==> config.mk <==
export PLATFORM = sky130hd
export DESIGN_NAME = a20rst_port_ctl
export DESIGN_NICKNAME = d
export VERILOG_FILES = /design/src/rtl/a20rst_pkg.sv /design/src/rtl/a20rst_addr_dec.sv /design/src/rtl/a20rst_pulse_gen.sv /design/src/rtl/a20rst_a20_mux.sv /design/src/rtl/a20rst_port_ctl.sv
export SDC_FILE = /design/constraint.sdc
export NUM_CORES = 1
export LEC_CHECK = 0
export BUFFER_PORTS_ARGS = -buffer_cell sky130_fd_sc_hd__buf_2
export CAP_MARGIN = 20
export CORE_MARGIN = 1
export CORE_UTILIZATION = 44
export CTS_CLUSTER_SIZE = 40
export DETAILED_ROUTE_END_ITERATION = 8
export PLACE_DENSITY = 0.81
export SLEW_MARGIN = 20
export SYNTH_ARGS = -nofsm -noshare
export SYNTH_HDL_FRONTEND = slang
export SYNTH_SLANG_ARGS = --single-unit
==> constraint.sdc <==
create_clock -name clk -period 2.9 [get_ports clk]
set_input_delay 0 -clock clk [delete_from_list [all_inputs] [get_ports clk]]
set_output_delay 0 -clock clk [all_outputs]
set_load 0.05 [all_outputs]
==> src/rtl/a20rst_pkg.sv <==
package a20rst_pkg;

    // Registered state of the port controller.
    typedef struct packed {
        logic [7:0] reg92;   // bit 1: alternate A20, bit 0: reset request
        logic       fw_a20;  // firmware-owned A20 level
    } ctl_state_t;

    localparam ctl_state_t CTL_RESET = '{reg92: 8'h00, fw_a20: 1'b0};

endpackage

==> src/rtl/a20rst_addr_dec.sv <==
module a20rst_addr_dec #(
    parameter int              ADDR_W    = 16,
    parameter logic [ADDR_W-1:0] PORT_ADDR = 'h92
) (
    input  logic [ADDR_W-1:0] io_addr,
    input  logic              port_en,
    output logic              hit_o
);

    // Full-width compare: aliases at other pages must not hit.
    always_comb begin
        hit_o = port_en && (io_addr == PORT_ADDR);
    end

endmodule

==> src/rtl/a20rst_pulse_gen.sv <==
module a20rst_pulse_gen #(
    parameter int PULSE_CYCLES = 16,
    localparam int CNT_W       = $clog2(PULSE_CYCLES + 1)
) (
    input  logic clk,
    input  logic rst_n,
    input  logic start_i,
    output logic pulse_o
);

    logic [CNT_W-1:0] cnt_d, cnt_q;
    logic             busy;

    always_comb begin
        busy  = (cnt_q != '0);
        cnt_d = cnt_q;
        if (busy) begin
            cnt_d = cnt_q - 1'b1;           // no reload while running
        end else if (start_i) begin
            cnt_d = CNT_W'(PULSE_CYCLES);
        end
        pulse_o = busy;
    end

    always_ff @(posedge clk or negedge rst_n) begin
        if (!rst_n) cnt_q <= '0;
        else        cnt_q <= cnt_d;
    end

    AST_PULSE_START: assert property (@(posedge clk) disable iff (!rst_n)
        (start_i && !pulse_o) |=> pulse_o);
    AST_NO_EXTEND: assert property (@(posedge clk) disable iff (!rst_n)
        (start_i && pulse_o) |=> (cnt_q == $past(cnt_q) - 1'b1));

endmodule

==> src/rtl/a20rst_a20_mux.sv <==
module a20rst_a20_mux (
    input  logic speed_up_en,
    input  logic fw_a20,
    input  logic host_a20,
    input  logic alt_a20,
    output logic a20_o
);

    // Firmware path wins outright; otherwise either host source opens A20.
    always_comb begin
        if (speed_up_en) a20_o = fw_a20;
        else             a20_o = host_a20 | alt_a20;
    end

endmodule

==> src/rtl/a20rst_port_ctl.sv <==
module a20rst_port_ctl
    import a20rst_pkg::*;
#(
    parameter int              ADDR_W       = 16,
    parameter logic [ADDR_W-1:0] PORT_ADDR    = 'h92,
    parameter int              PULSE_CYCLES = 16
) (
    input  logic              clk,
    input  logic              rst_n,
    input  logic [ADDR_W-1:0] io_addr,
    input  logic              io_wr,
    input  logic              io_rd,
    input  logic [7:0]        io_wdata,
    output logic [7:0]        io_rdata,
    output logic              io_rdata_oe,
    input  logic              port_en,
    input  logic              speed_up_en,
    input  logic              fw_a20_we,
    input  logic              fw_a20_wdata,
    input  logic              host_a20,
    output logic              a20_gate,
    output logic              cpu_rst
);

    ctl_state_t state_d, state_q;
    logic       hit;
    logic       wr_hit;
    logic       rst_start;

    a20rst_addr_dec #(
        .ADDR_W   (ADDR_W),
        .PORT_ADDR(PORT_ADDR)
    ) i_dec (
        .io_addr(io_addr),
        .port_en(port_en),
        .hit_o  (hit)
    );

    always_comb begin
        state_d   = state_q;
        wr_hit    = io_wr && hit;
        rst_start = wr_hit && io_wdata[0] && !state_q.reg92[0];
        if (wr_hit)    state_d.reg92  = io_wdata;
        if (fw_a20_we) state_d.fw_a20 = fw_a20_wdata;
        io_rdata_oe = io_rd && hit;
        io_rdata    = io_rdata_oe ? state_q.reg92 : 8'h00;
    end

    always_ff @(posedge clk or negedge rst_n) begin
        if (!rst_n) state_q <= CTL_RESET;
        else        state_q <= state_d;
    end

    a20rst_pulse_gen #(
        .PULSE_CYCLES(PULSE_CYCLES)
    ) i_pulse (
        .clk    (clk),
        .rst_n  (rst_n),
        .start_i(rst_start),
        .pulse_o(cpu_rst)
    );

    a20rst_a20_mux i_mux (
        .speed_up_en(speed_up_en),
        .fw_a20     (state_q.fw_a20),
        .host_a20   (host_a20),
        .alt_a20    (state_q.reg92[1]),
        .a20_o      (a20_gate)
    );

    AST_DIS_HOLD: assert property (@(posedge clk) disable iff (!rst_n)
        (!port_en && io_wr) |=> $stable(state_q.reg92));
    AST_RD_DECODE: assert property (@(posedge clk) disable iff (!rst_n)
        io_rdata_oe |-> (port_en && io_addr == PORT_ADDR));
    AST_A20_OR: assert property (@(posedge clk) disable iff (!rst_n)
        (!speed_up_en && (host_a20 || state_q.reg92[1])) |-> a20_gate);
    AST_FW_SEL: assert property (@(posedge clk) disable iff (!rst_n)
        (speed_up_en && $past(fw_a20_we)) |-> (a20_gate == $past(fw_a20_wdata)));

endmodule

# --- After elaboration in Yosys (flattened, before gate mapping) ---
# Cells that the tools add are included.
totals:
  reg_bits: 14
  out_inout_bits: 11
  elab_cells: 18
op_classes:
  n_addsub: 1
  n_eq_ne: 1
  mux: 4
  bitwise: 1
  n_reduce_logical: 8
ops:
  columns: ["operator", "count"]
  rows:
  - ["$eq 16x8->1 const B", 1]
  - ["$mux 5", 2]
  - ["$mux 8", 1]
  - ["$logic_and 1x1->1", 5]
  - ["$reduce_bool 5->1", 1]
  - ["$sub 5x1->5 const B", 1]
  - ["$reduce_bool 2->1", 1]
  - ["$logic_not 1->1", 1]
  - ["$mux 1", 1]
  - ["$or 1x1->1", 1]

# --- Longest topological paths before layout ---
# Gate-level depths: netlist of the first run.
logic_depth:
  word_depth: 7
  ltp_mapped: 7
  depth_no_buf: 7

# --- By module ---
# A second synthesis of the first run with hierarchy kept.
hier_totals:
  cells_unflattened: 63
  hier_area_um2: 800.8
modules_own_cells:
  columns: ["mod", "instances", "cells_each", "area_each_um2", "seq_area_each_um2"]
  rows:
  - ["a20rst_port_ctl", 1, 30, 462.9, 225.2]
  - ["a20rst_pulse_gen", 1, 24, 260.2, 125.1]
  - ["a20rst_addr_dec", 1, 6, 65.1, 0.0]
  - ["a20rst_a20_mux", 1, 3, 12.5, 0.0]

# --- Worst setup path after synthesis of the first run ---
# Ideal clock, no wire load.
synth_timing:
  path_type: "register to register"
  from: "register i_pulse.cnt_q[0]"
  to: "register i_pulse.cnt_q[0]"
  arrival_ns: 1.767
  required_ns: 2.826
  setup_slack_ns: 1.059
  stages_incl_launch_ff: 8
  period_less_slack_ns: 1.841
  cell_sequence: "dfrtp_1 > inv_1 > ha_1 > or3b_4 > nor2_4 > inv_1 > a41o_2 > o21ai_2"
synth_via:
  elab_chain_cells: 2
  elab_cells_between_ends: 4
synth_rtl:
  columns: ["element", "line", "source"]
  rows:
  - ["start: declaration", "a20rst_pulse_gen.sv:11", "logic [CNT_W-1:0] cnt_d, cnt_q;"]
  - ["start signal: assignment", "a20rst_pulse_gen.sv:27", "else cnt_q <= cnt_d;"]
  - ["$reduce_bool 5->1 *", "a20rst_pulse_gen.sv:15", "busy = (cnt_q != '0);"]
  - ["named net cpu_rst", "a20rst_port_ctl.sv:22", "output logic cpu_rst"]
  - ["$mux 5 or $reduce_bool 2->1 (tied branches)", null, null]
# Mark *: on every way through the listed nets, which the timed path passes. The rest lies on a longest branch.
# A chain may end at the register's enable or synchronous reset.

# --- Worst setup path after layout of the first run ---
layout_timing:
  from: "register i_pulse.cnt_q[0]"
  to: "output cpu_rst"
layout_via:
  elab_chain_cells: 1
layout_rtl:
  columns: ["element", "line"]
  rows:
  - ["$reduce_bool 5->1", "a20rst_pulse_gen.sv:15"]
  - ["end: declaration", "a20rst_port_ctl.sv:22"]
# No other way between the ends.

==> summary.txt, run 1 <==
Post-Layout Inst Area - 1109 um2
number of synthesized flops with an enable pin - 0
die area - 1831 um2
post-CTS sizing - 0
sequential area share after synthesis - 47.86%
Tmin final - 1.822 ns
vias in the first global route - 664
Most used DFF post-synth - dfrtp_1
Hold EP - i_pulse.cnt_q[4]$_DFFE_PN0P_
R2R setup slack - 1.17 ns
antenna cells - 0
Clock Latency Late Sink - 0.28 ns
final WL - 1.598 mm
Post-Synth Adder-Cell Area - 1.709%
outcome - completed
Placed Cells - 121
max_slew headroom - 79.11%
core area - 1524 um2
Top Ports - 44
Slew Limit Fails - 0
r2r startpoint - i_pulse.cnt_q[0]$_DFFE_PN0P_
Fin Setup TNS - 0 ns
Worst Hold Launch - io_wr
total track usage - 20.11%
DR vias - 678
Crit. Startpoint - i_pulse.cnt_q[0]$_DFFE_PN0P_
r2r worst-path depth - 7
Syn-to-layout area delta - 51.45%
CTS tree - yes
drt via density - 4.985
Syn Nets - 97
Synth Area in Simple Gates - 26.67%
Iteration-0 DRC Markers - 10
count leader, synth - dfrtp_1
Hold Crit Class - in -> reg
Placed Instance Area - 962.2 um2
period utilization - 62.81%
row cnt - 14
Num CTS Buffers - 3
asr flop ratio synth - 100.0%
CP Class - reg -> out
number of H-tree levels - 1
Die Y - 42.79 um
Peak VDD IR - 0.0004268 V
initial antenna violation count - 0
cell count after synthesis - 63
Hold Fails Final Rpt - 0
clock sinks - 14
cell taking the most area after synthesis - dfrtp_1
Clock Root Buffer - clkbuf_4
Initial Utilization - 48.03%
layout cells sized above 1 - 54.17%
clock skew - 0.001961 ns
pwr dens - 544.6 nW/um2
CP Launch Type - register
hold depth - 3
top cell type's share of synthesized area - 47.86%
largest net degree at the start of global routing - 15
mapped cell area - 732.0 um2
Post-DRT Antenna Nets - 0
max cap viols - 0
reg-to-reg critical path endpoint - i_pulse.cnt_q[0]$_DFFE_PN0P_
P_leak - 0.5956 nW
drt wl/cell - 11.75 um
synth top area cells - dfrtp_1 48%, mux2_2 14%, and2_1 6.8%
crit end category - primary output
Yosys reg bits - 14
endpoints failing setup - 0
Synth Area in XOR/XNOR - 2.393%
Avg Synthesized Cell Area - 11.62 um2
final net count - 155
Layout Cells excl Fill - 136
largest family of logic cells by synthesized area - simple AND/OR/NAND/NOR gates
RSZ-0062 raised after global routing - no
detailed-placement wirelength estimate - 1.162 mm
Overflow after GRT - 0
Synth warnings - 0
clk buf depth - 2
clk slew on worst S/H paths - 0.09 ns
proportion of synthesized area in mux cells - 13.85%
fmax - 0.5490 GHz
worst-margin pin slew - 0.3133 ns
WP data required - 2.90 ns
Die Span X - 42.79 um
DRC Markers - 0
synth unique cells - 24
post-synthesis compound-gate area fraction - 5.299%
global-route wire length before repair - 2.649 mm
top cells by count, synth - 14 x dfrtp_1, 9 x mux2_2, 8 x and2_1
RD Place Congestion - 0.7228
WP data arrival - 1.82 ns
drt first pass iters - 2
Port Buffers - 43
Crit Path Max Fanout - 5
==> power by group <==
part / switching [mW] / internal (mW)
sequential: 0.0225 / 0.228
combinational: 0.106 / 0.106
clock: 0.0651 / 0.0764
==> per-stage QoR <==
step	power [mW]	hold slack (ns)	util [%]	worst slack, ns
2_1_floorplan	0.3995	-0.2956	-	1.059
3_3_place_gp	0.4442	-0.08958	63.14	1.259
3_5_place_dp	0.4576	-0.08432	63.14	1.187
4_1_cts	0.6147	0.04415	72.74	1.059
5_1_grt	0.6488	0.05798	72.74	0.9807
6_report	0.6038	0.04563	72.74	1.078
==> per-layer routing <==
layer	vias to the layer above	part of all wire, %	GRT usage, %
li1	333	-	-
met1	305	36	19.78
met2	36	56	38.18
met3	4	5.8	3.830
met4	0	2.4	11.25
met5	-	0	0
==> layout make-up <==
cell class / count / area, um2
inverter: 3 / 11.26
multi-input combinational: 45 / 365.4
fill: 120 / 415.4
sequential: 14 / 350.3
clock buffer: 4 / 36.28
tap: 16 / 20.02
timing repair buffer: 54 / 325.3
==> worst max-delay path, cell delays in order, from the launching register on <==
cell	delay, ns
dfrtp_1	0.39
inv_1	0.11
ha_1	0.19
or3b_4	0.41
nor2_4	0.14
inv_1	0.09
buf_2	0.22
==> cells by family after synthesis <==
family	Yosys count
AND/OR/NAND/NOR	28
flip-flops	14
multiplexers	9
AO/OA/AOI/OAI	5
buffers and inverters	4
XOR/XNOR	2
adder cells (fa/ha/maj)	1
==> cell usage in the layout, fill, tap and decap left out, types with 2 or more instances in the layout <==
| cell | n |
|---|---|
| o21ai_0 | 2 |
| and4b_2 | 2 |
| nor2_1 | 5 |
| mux2_2 | 9 |
| and2_1 | 8 |
| nand2_1 | 3 |
| buf_2 | 43 |
| clkbuf_4 | 3 |
| dfrtp_1 | 14 |
| xnor2_1 | 2 |
| inv_1 | 3 |
| dlygate4sd3_1 | 11 |
==> registers in the layout, summed over array words and instances (netlist names) <==
signal / count
i_pulse.cnt_q: 5
state_q: 9
==> how the worst max path moves through the flow <==
stage	endpoint	slack (ns)	cells past startpoint
final	cpu_rst	1.08	6
after global routing	cpu_rst	0.98	6
after CTS	cpu_rst	1.06	6
after detailed placement	i_pulse.cnt_q[0]$_DFFE_PN0P_	1.19	7
after global placement	i_pulse.cnt_q[0]$_DFFE_PN0P_	1.26	7
after floorplan	i_pulse.cnt_q[0]$_DFFE_PN0P_	1.06	7
==> repair_timing <==
item	in CTS	in global routing
hold buffers	11	0
buffers inserted	0	0
hold endpoints to repair	23	0
Power figures use the tool's default switching activity.
==> inputs of run 2 (changes only) <==
CORE_UTILIZATION = 41   (was 44)
PLACE_DENSITY = 0.76   (was 0.81)
clock period = 1.9 ns   (was 2.9 ns; I/O delays follow)
==> run 2 against run 1 <==
Non-clock buffer count did not move. Critical path depth is the same. Clock skew is 0.0056 ns higher. Count of clock-buffer cells in the layout is the same. Sequential share of layout area shrank 0.42 points. Worst setup slack worse by 0.96 ns. Routed wire length increased by 6.6%. Clock power up 53%. Flip-flop and latch count stayed put. Combinational power increased by 60%. Register-to-register slack got worse by 0.96 ns. Final cell count rose by 5.9%. Largest cell class unchanged. Largest power group unchanged.
==> summary.txt, run 2 (synthesis gave the netlist of run 1 again) <==
clock skew - 0.007541 ns
Biggest register - state_q
WP data arrival - 1.78 ns
clk buf depth - 2
CP Launch Type - register
Final WS setup - 0.1195 ns
max reg flops - 9
clk slew on worst S/H paths - 0.09 ns
FILL cells - 120
Power Total - 940.4 uW
total track usage - 20.33%
Iteration-0 DRC Markers - 2
drt via density - 4.764
Worst Hold Launch - io_wr
Crit. Startpoint - i_pulse.cnt_q[0]$_DFFE_PN0P_
endpoints failing setup - 0
commonest cells after routing, fill and taps aside - 42 x buf_2, 14 x dfrtp_1, 11 x dlygate4sd3_1, 9 x mux2_2, 8 x and2_1
fmax - 0.5616 GHz
DRC Markers - 0
die area - 1958 um2
number of post-CTS setup repair buffers - 0
max_slew headroom - 79.33%
Port Buffers - 43
Crit Path Max Fanout - 5
RSZ-0062 raised after global routing - no
Tmin final - 1.781 ns
Clock Latency Late Sink - 0.28 ns
P_leak - 0.5947 nW
clock sinks - 14
row cnt - 14
RD Place Congestion - 0.7384
final net count - 155
global-route wire length before repair - 2.898 mm
Overflow after GRT - 0
Initial Utilization - 45.92%
Slew Limit Fails - 0
initial antenna violation count - 0
vias in the first global route - 721
drt first pass iters - 4
worst-margin pin slew - 0.3100 ns
max cap viols - 0
pwr dens - 836.9 nW/um2
Hold Slack - 0.04631 ns
core area - 1594 um2
CP Class - reg -> out
Peak VDD IR - 0.0005296 V
pre-CTS setup slack - 0.1942 ns
layout cells sized above 1 - 55.83%
Top Ports - 44
Hold Crit Class - in -> reg
Num CTS Buffers - 3
Die Span X - 44.25 um
Fin Setup TNS - 0 ns
antenna cells - 0
Cell Chain, Critical Path - inv_2 > ha_2 > or3b_4 > nor2_4 > inv_1 > clkbuf_4
WP data required - 1.90 ns
period utilization - 93.71%
DR vias - 686
Die Y - 44.25 um
CTS tree - yes
Syn-to-layout area delta - 53.50%
final WL - 1.704 mm
Clock Root Buffer - clkbuf_4
top flop regs - state_q x9, i_pulse.cnt_q x5
number of H-tree levels - 1
drt wl/cell - 11.83 um
detailed-placement wirelength estimate - 1.310 mm
crit end category - primary output
outcome - completed
largest net degree at the start of global routing - 15
largest stage delay on the critical path - 0.40 ns
r2r startpoint - i_pulse.cnt_q[0]$_DFFE_PN0P_
most common cell after layout, fill and taps aside - buf_2
CP max-delay cell - or3b_4
Hold Fails Final Rpt - 0
Post-DRT Antenna Nets - 0
[run 2: cell types whose count changed in the layout (fill, tap and decap cells not counted)]
cell      before  now
buf_2         43   42
clkbuf_4       3    4
ha_1           1    0
ha_2           0    1
inv_1          3    2
inv_2          0    1
[run 2: timing repair]
item,in CTS,in global routing
resized for setup,0,3
setup endpoints to repair,0,1
hold endpoints to repair,23,0
hold buffers,11,0
[run 2: path summary, 6_finish.rpt]
path / to / slack, ns / cells past startpoint
worst max-delay path: cpu_rst / 0.12 / 6
worst min-delay path: i_pulse.cnt_q[4]$_DFFE_PN0P_ / 0.05 / 3
worst max register to register: i_pulse.cnt_q[0]$_DFFE_PN0P_ / 0.21 / 7
worst min register to register: state_q[8]$_DFFE_PN0P_ / 0.51 / 1
max in group asynchronous: state_q[5]$_DFFE_PN0P_ / 1.53 / 2
min in group asynchronous: i_pulse.cnt_q[4]$_DFFE_PN0P_ / 0.13 / 2
[run 2: stage by stage]
step	util (%)	instances	area (um2)
after CTS	70.17	144	1119
after global placement	60.99	129	972.2
after detailed placement	60.99	129	972.2
final	70.49	144	1124
after global routing	70.49	144	1124
after floorplan	-	63	732.0
[run 2: layer usage]
metal | vias to the layer above | track usage, % | share of wire [%]
met5 | - | 0 | 0
met4 | 0 | 7.879 | 0
met3 | 0 | 5.306 | 3.9
met2 | 19 | 39.12 | 59
met1 | 335 | 20.47 | 38
li1 | 332 | - | -
[run 2: power breakdown]
part           internal (mW)  switching (mW)  leakage, nW
Sequential             0.347          0.0355        0.185
Clock                  0.117           0.101       0.0210
Combinational          0.172           0.169        0.388
Total                  0.635           0.305        0.595
[run 2: layout make-up]
cell class | count | area (um2) | share of cell area [%]
multi-input cells | 45 | 367.9 | 32.74
well taps | 24 | 30.03 | 2.673
clock buffers | 4 | 36.28 | 3.229
inverters | 3 | 11.26 | 1.002
flip-flops and latches | 14 | 350.3 | 31.18
repair buffers | 54 | 327.8 | 29.18
[run 2: worst max-delay path, delay by kind of cell, from the launching register on]
kind,cells,cell delay [ns]
AND/OR/NAND/NOR,2,0.53
buffers and inverters,3,0.40
flip-flops,1,0.39
adder cells (fa/ha/maj),1,0.18
==> inputs of run 3 (changes only) <==
ABC_AREA = 1   (was unset)
CAP_MARGIN = 0   (was 20)
CORE_UTILIZATION = 42   (was 41)
GPL_TIMING_DRIVEN = 0   (was unset)
PLACE_DENSITY = 0.77   (was 0.76)
==> run 3 against run 2 <==
Critical endpoint unchanged. Cell area rose by 4.1%. Highest routed layer is now met4. First-iteration DRC count grew to 8.0 times the previous value. Combinational power up 93%. Routed wire length rose by 4.4%. Worst hold slack gained 0.029 ns.
==> summary.txt, run 3 <==
total track usage - 21.75%
r2r startpoint - i_pulse.cnt_q[0]$_DFFE_PN0P_
drt first pass iters - 4
CP Class - reg -> out
synth unique cells - 19
clk buf depth - 2
period utilization - 84.02%
commonest cells after routing, fill and taps aside - 43 x buf_2, 25 x inv_1, 20 x nand2_1, 16 x nor2_1, 14 x dfrtp_1
Overflow after GRT - 0
largest net degree at the start of global routing - 15
number of synthesized flops with an enable pin - 0
row cnt - 15
CP max-delay cell - dfrtp_1
most common cell after layout, fill and taps aside - buf_2
sequential area share after synthesis - 45.09%
top flop regs - state_q x9, i_pulse.cnt_q x5
mapped cell area - 777.0 um2
die area - 2026 um2
Die Y - 45.01 um
WP data arrival - 1.60 ns
Layout Cells excl Fill - 186
Clock Root Buffer - clkbuf_4
M1 WL - 708 um
max_slew headroom - 78.74%
Slew Limit Fails - 0
drt via density - 4.425
Crit Path Max Fanout - 5
antenna cells - 0
Crit path top cell by count - inv_1
FILL cells - 158
Synth warnings - 0
Syn-to-layout area delta - 50.56%
initial antenna violation count - 0
Port Buffers - 43
clock sinks - 14
max cap viols - 0
detailed-placement wirelength estimate - 1.344 mm
metal2 WL - 977 um
Clock Latency Late Sink - 0.29 ns
count leader, synth - inv_1
outcome - completed
cell count after synthesis - 103
Die Span X - 45.01 um
drt wl/cell - 9.565 um
Tmin final - 1.596 ns
R2R setup slack - 0.56 ns
final net count - 196
vias in the first global route - 844
Core Util, Final - 67.75%
CP Launch Type - register
Avg Synthesized Cell Area - 7.544 um2
number of H-tree levels - 1
CTS tree - yes
crit end category - primary output
pwr dens - 1076 nW/um2
Cell Chain, Critical Path - inv_1 > ha_1 > nand2_1 > nor2_1 > inv_1 > buf_2
Hold Fails Final Rpt - 0
WP data required - 1.90 ns
worst-margin pin slew - 0.3181 ns
Peak VDD IR - 0.0007208 V
Syn Nets - 137
Most used DFF post-synth - dfrtp_1
fmax - 0.6264 GHz
Yosys reg bits - 14
clock skew - 0.005154 ns
largest stage delay on the critical path - 0.38 ns
Hold Slack - 0.07493 ns
Worst Hold Launch - io_wr
core area - 1727 um2
top cells by count, synth - 25 x inv_1, 20 x nand2_1, 16 x nor2_1
Fin Setup TNS - 0 ns
P_leak - 0.7137 nW
DR vias - 823
Initial Utilization - 45.00%
clk slew on worst S/H paths - 0.09 ns
Crit. Startpoint - i_pulse.cnt_q[0]$_DFFE_PN0P_
final WL - 1.779 mm
max reg flops - 9
Biggest register - state_q
RSZ-0062 raised after global routing - no
Top Ports - 44
DR WL met3 - 68 um
endpoints failing setup - 0
RD Place Congestion - 0.6915
delay-heaviest family, CP - buffers and inverters
Post-DRT Antenna Nets - 0
DRC Markers - 0
Hold Crit Class - in -> reg
top cell type's share of synthesized area - 45.09%
cell taking the most area after synthesis - dfrtp_1
Placed Cells - 171
layout cells sized above 1 - 36.02%
global-route wire length before repair - 3.153 mm
Iteration-0 DRC Markers - 16
uppermost layer routed - met4
asr flop ratio synth - 100.0%
crit path buf inv count - 3
Num CTS Buffers - 3
synth top area cells - dfrtp_1 45%, inv_1 12%, nand2_1 9.7%
## run 3: changes by cell type after synthesis, moves of 2 or more
cell / change
nor2_1: +11
nand3_1: +3
mux2_2: -9
and4b_2: -2
inv_1: +22
xnor2_1: -2
and2_1: -8
or2_2: +2
o21ai_0: +6
nand2_1: +17
nand2_2: +2
## run 3: what timing repair did
action / in CTS / in global routing
resized for setup: 0 / 0
hold buffers: 11 / 0
buffers inserted: 0 / 0
hold endpoints to repair: 23 / 0
## run 3: final cells by class
class                   count  area [um2]  share of cell area, %
multi-input cells          63       321.6                  27.49
plain buffers               1       11.26                 0.9626
repair buffers             54       325.3                  27.81
clock buffers               4       36.28                  3.102
inverters                  25       93.84                  8.021
well taps                  25       31.28                  2.674
flip-flops and latches     14       350.3                  29.95
## run 3: per-layer routing
metal  GRT usage (%)  vias up
met5               0        -
met1           21.48      372
met4           7.273        0
met2           45.22       22
li1                -      427
met3           2.400        2
## run 3: power by group
part           leakage [nW]  switching (mW)  total (mW)  internal, mW
Combinational         0.541           0.429       0.656         0.228
Sequential            0.152          0.0244       0.379         0.355
Clock                0.0210           0.106       0.222         0.117
## run 3: path summary, 6_finish.rpt
check	to	depth (start not counted)
hold reg to reg	i_pulse.cnt_q[1]$_DFFE_PN0P_	2
setup reg to reg	i_pulse.cnt_q[4]$_DFFE_PN0P_	6
min in group asynchronous	i_pulse.cnt_q[4]$_DFFE_PN0P_	2
hold / removal	i_pulse.cnt_q[4]$_DFFE_PN0P_	3
max in group asynchronous	i_pulse.cnt_q[3]$_DFFE_PN0P_	2
setup / recovery	cpu_rst	6
## run 3: worst reg2reg max path: cells and delay by family (launching register included)
| family | cells | cell delay (ns) |
|---|---|---|
| AOI/OAI and AO/OA | 1 | 0.19 |
| buffers and inverters | 2 | 0.25 |
| and+or+nand+nor | 2 | 0.27 |
| adders and majority gates | 1 | 0.19 |
| DFF | 1 | 0.38 |
## run 3: cells by family after synthesis
group                    Yosys count  synth area share, %
AND/OR/NAND/NOR                   50                30.92
flip-flops                        14                45.09
buffers and inverters             26                13.53
AO/OA/AOI/OAI                     12                8.857
adder cells (fa/ha/maj)            1                1.610
## run 3: per-stage QoR
stage	power (mW)	cell area, um2	worst slack, ns
global placement	1.008	1023	0.6223
CTS	1.268	1170	0.2964
global route	1.366	1170	0.1382
detailed placement	1.026	1023	0.5791
finish	1.258	1170	0.3037
floorplan	0.8824	777.0	0.4890
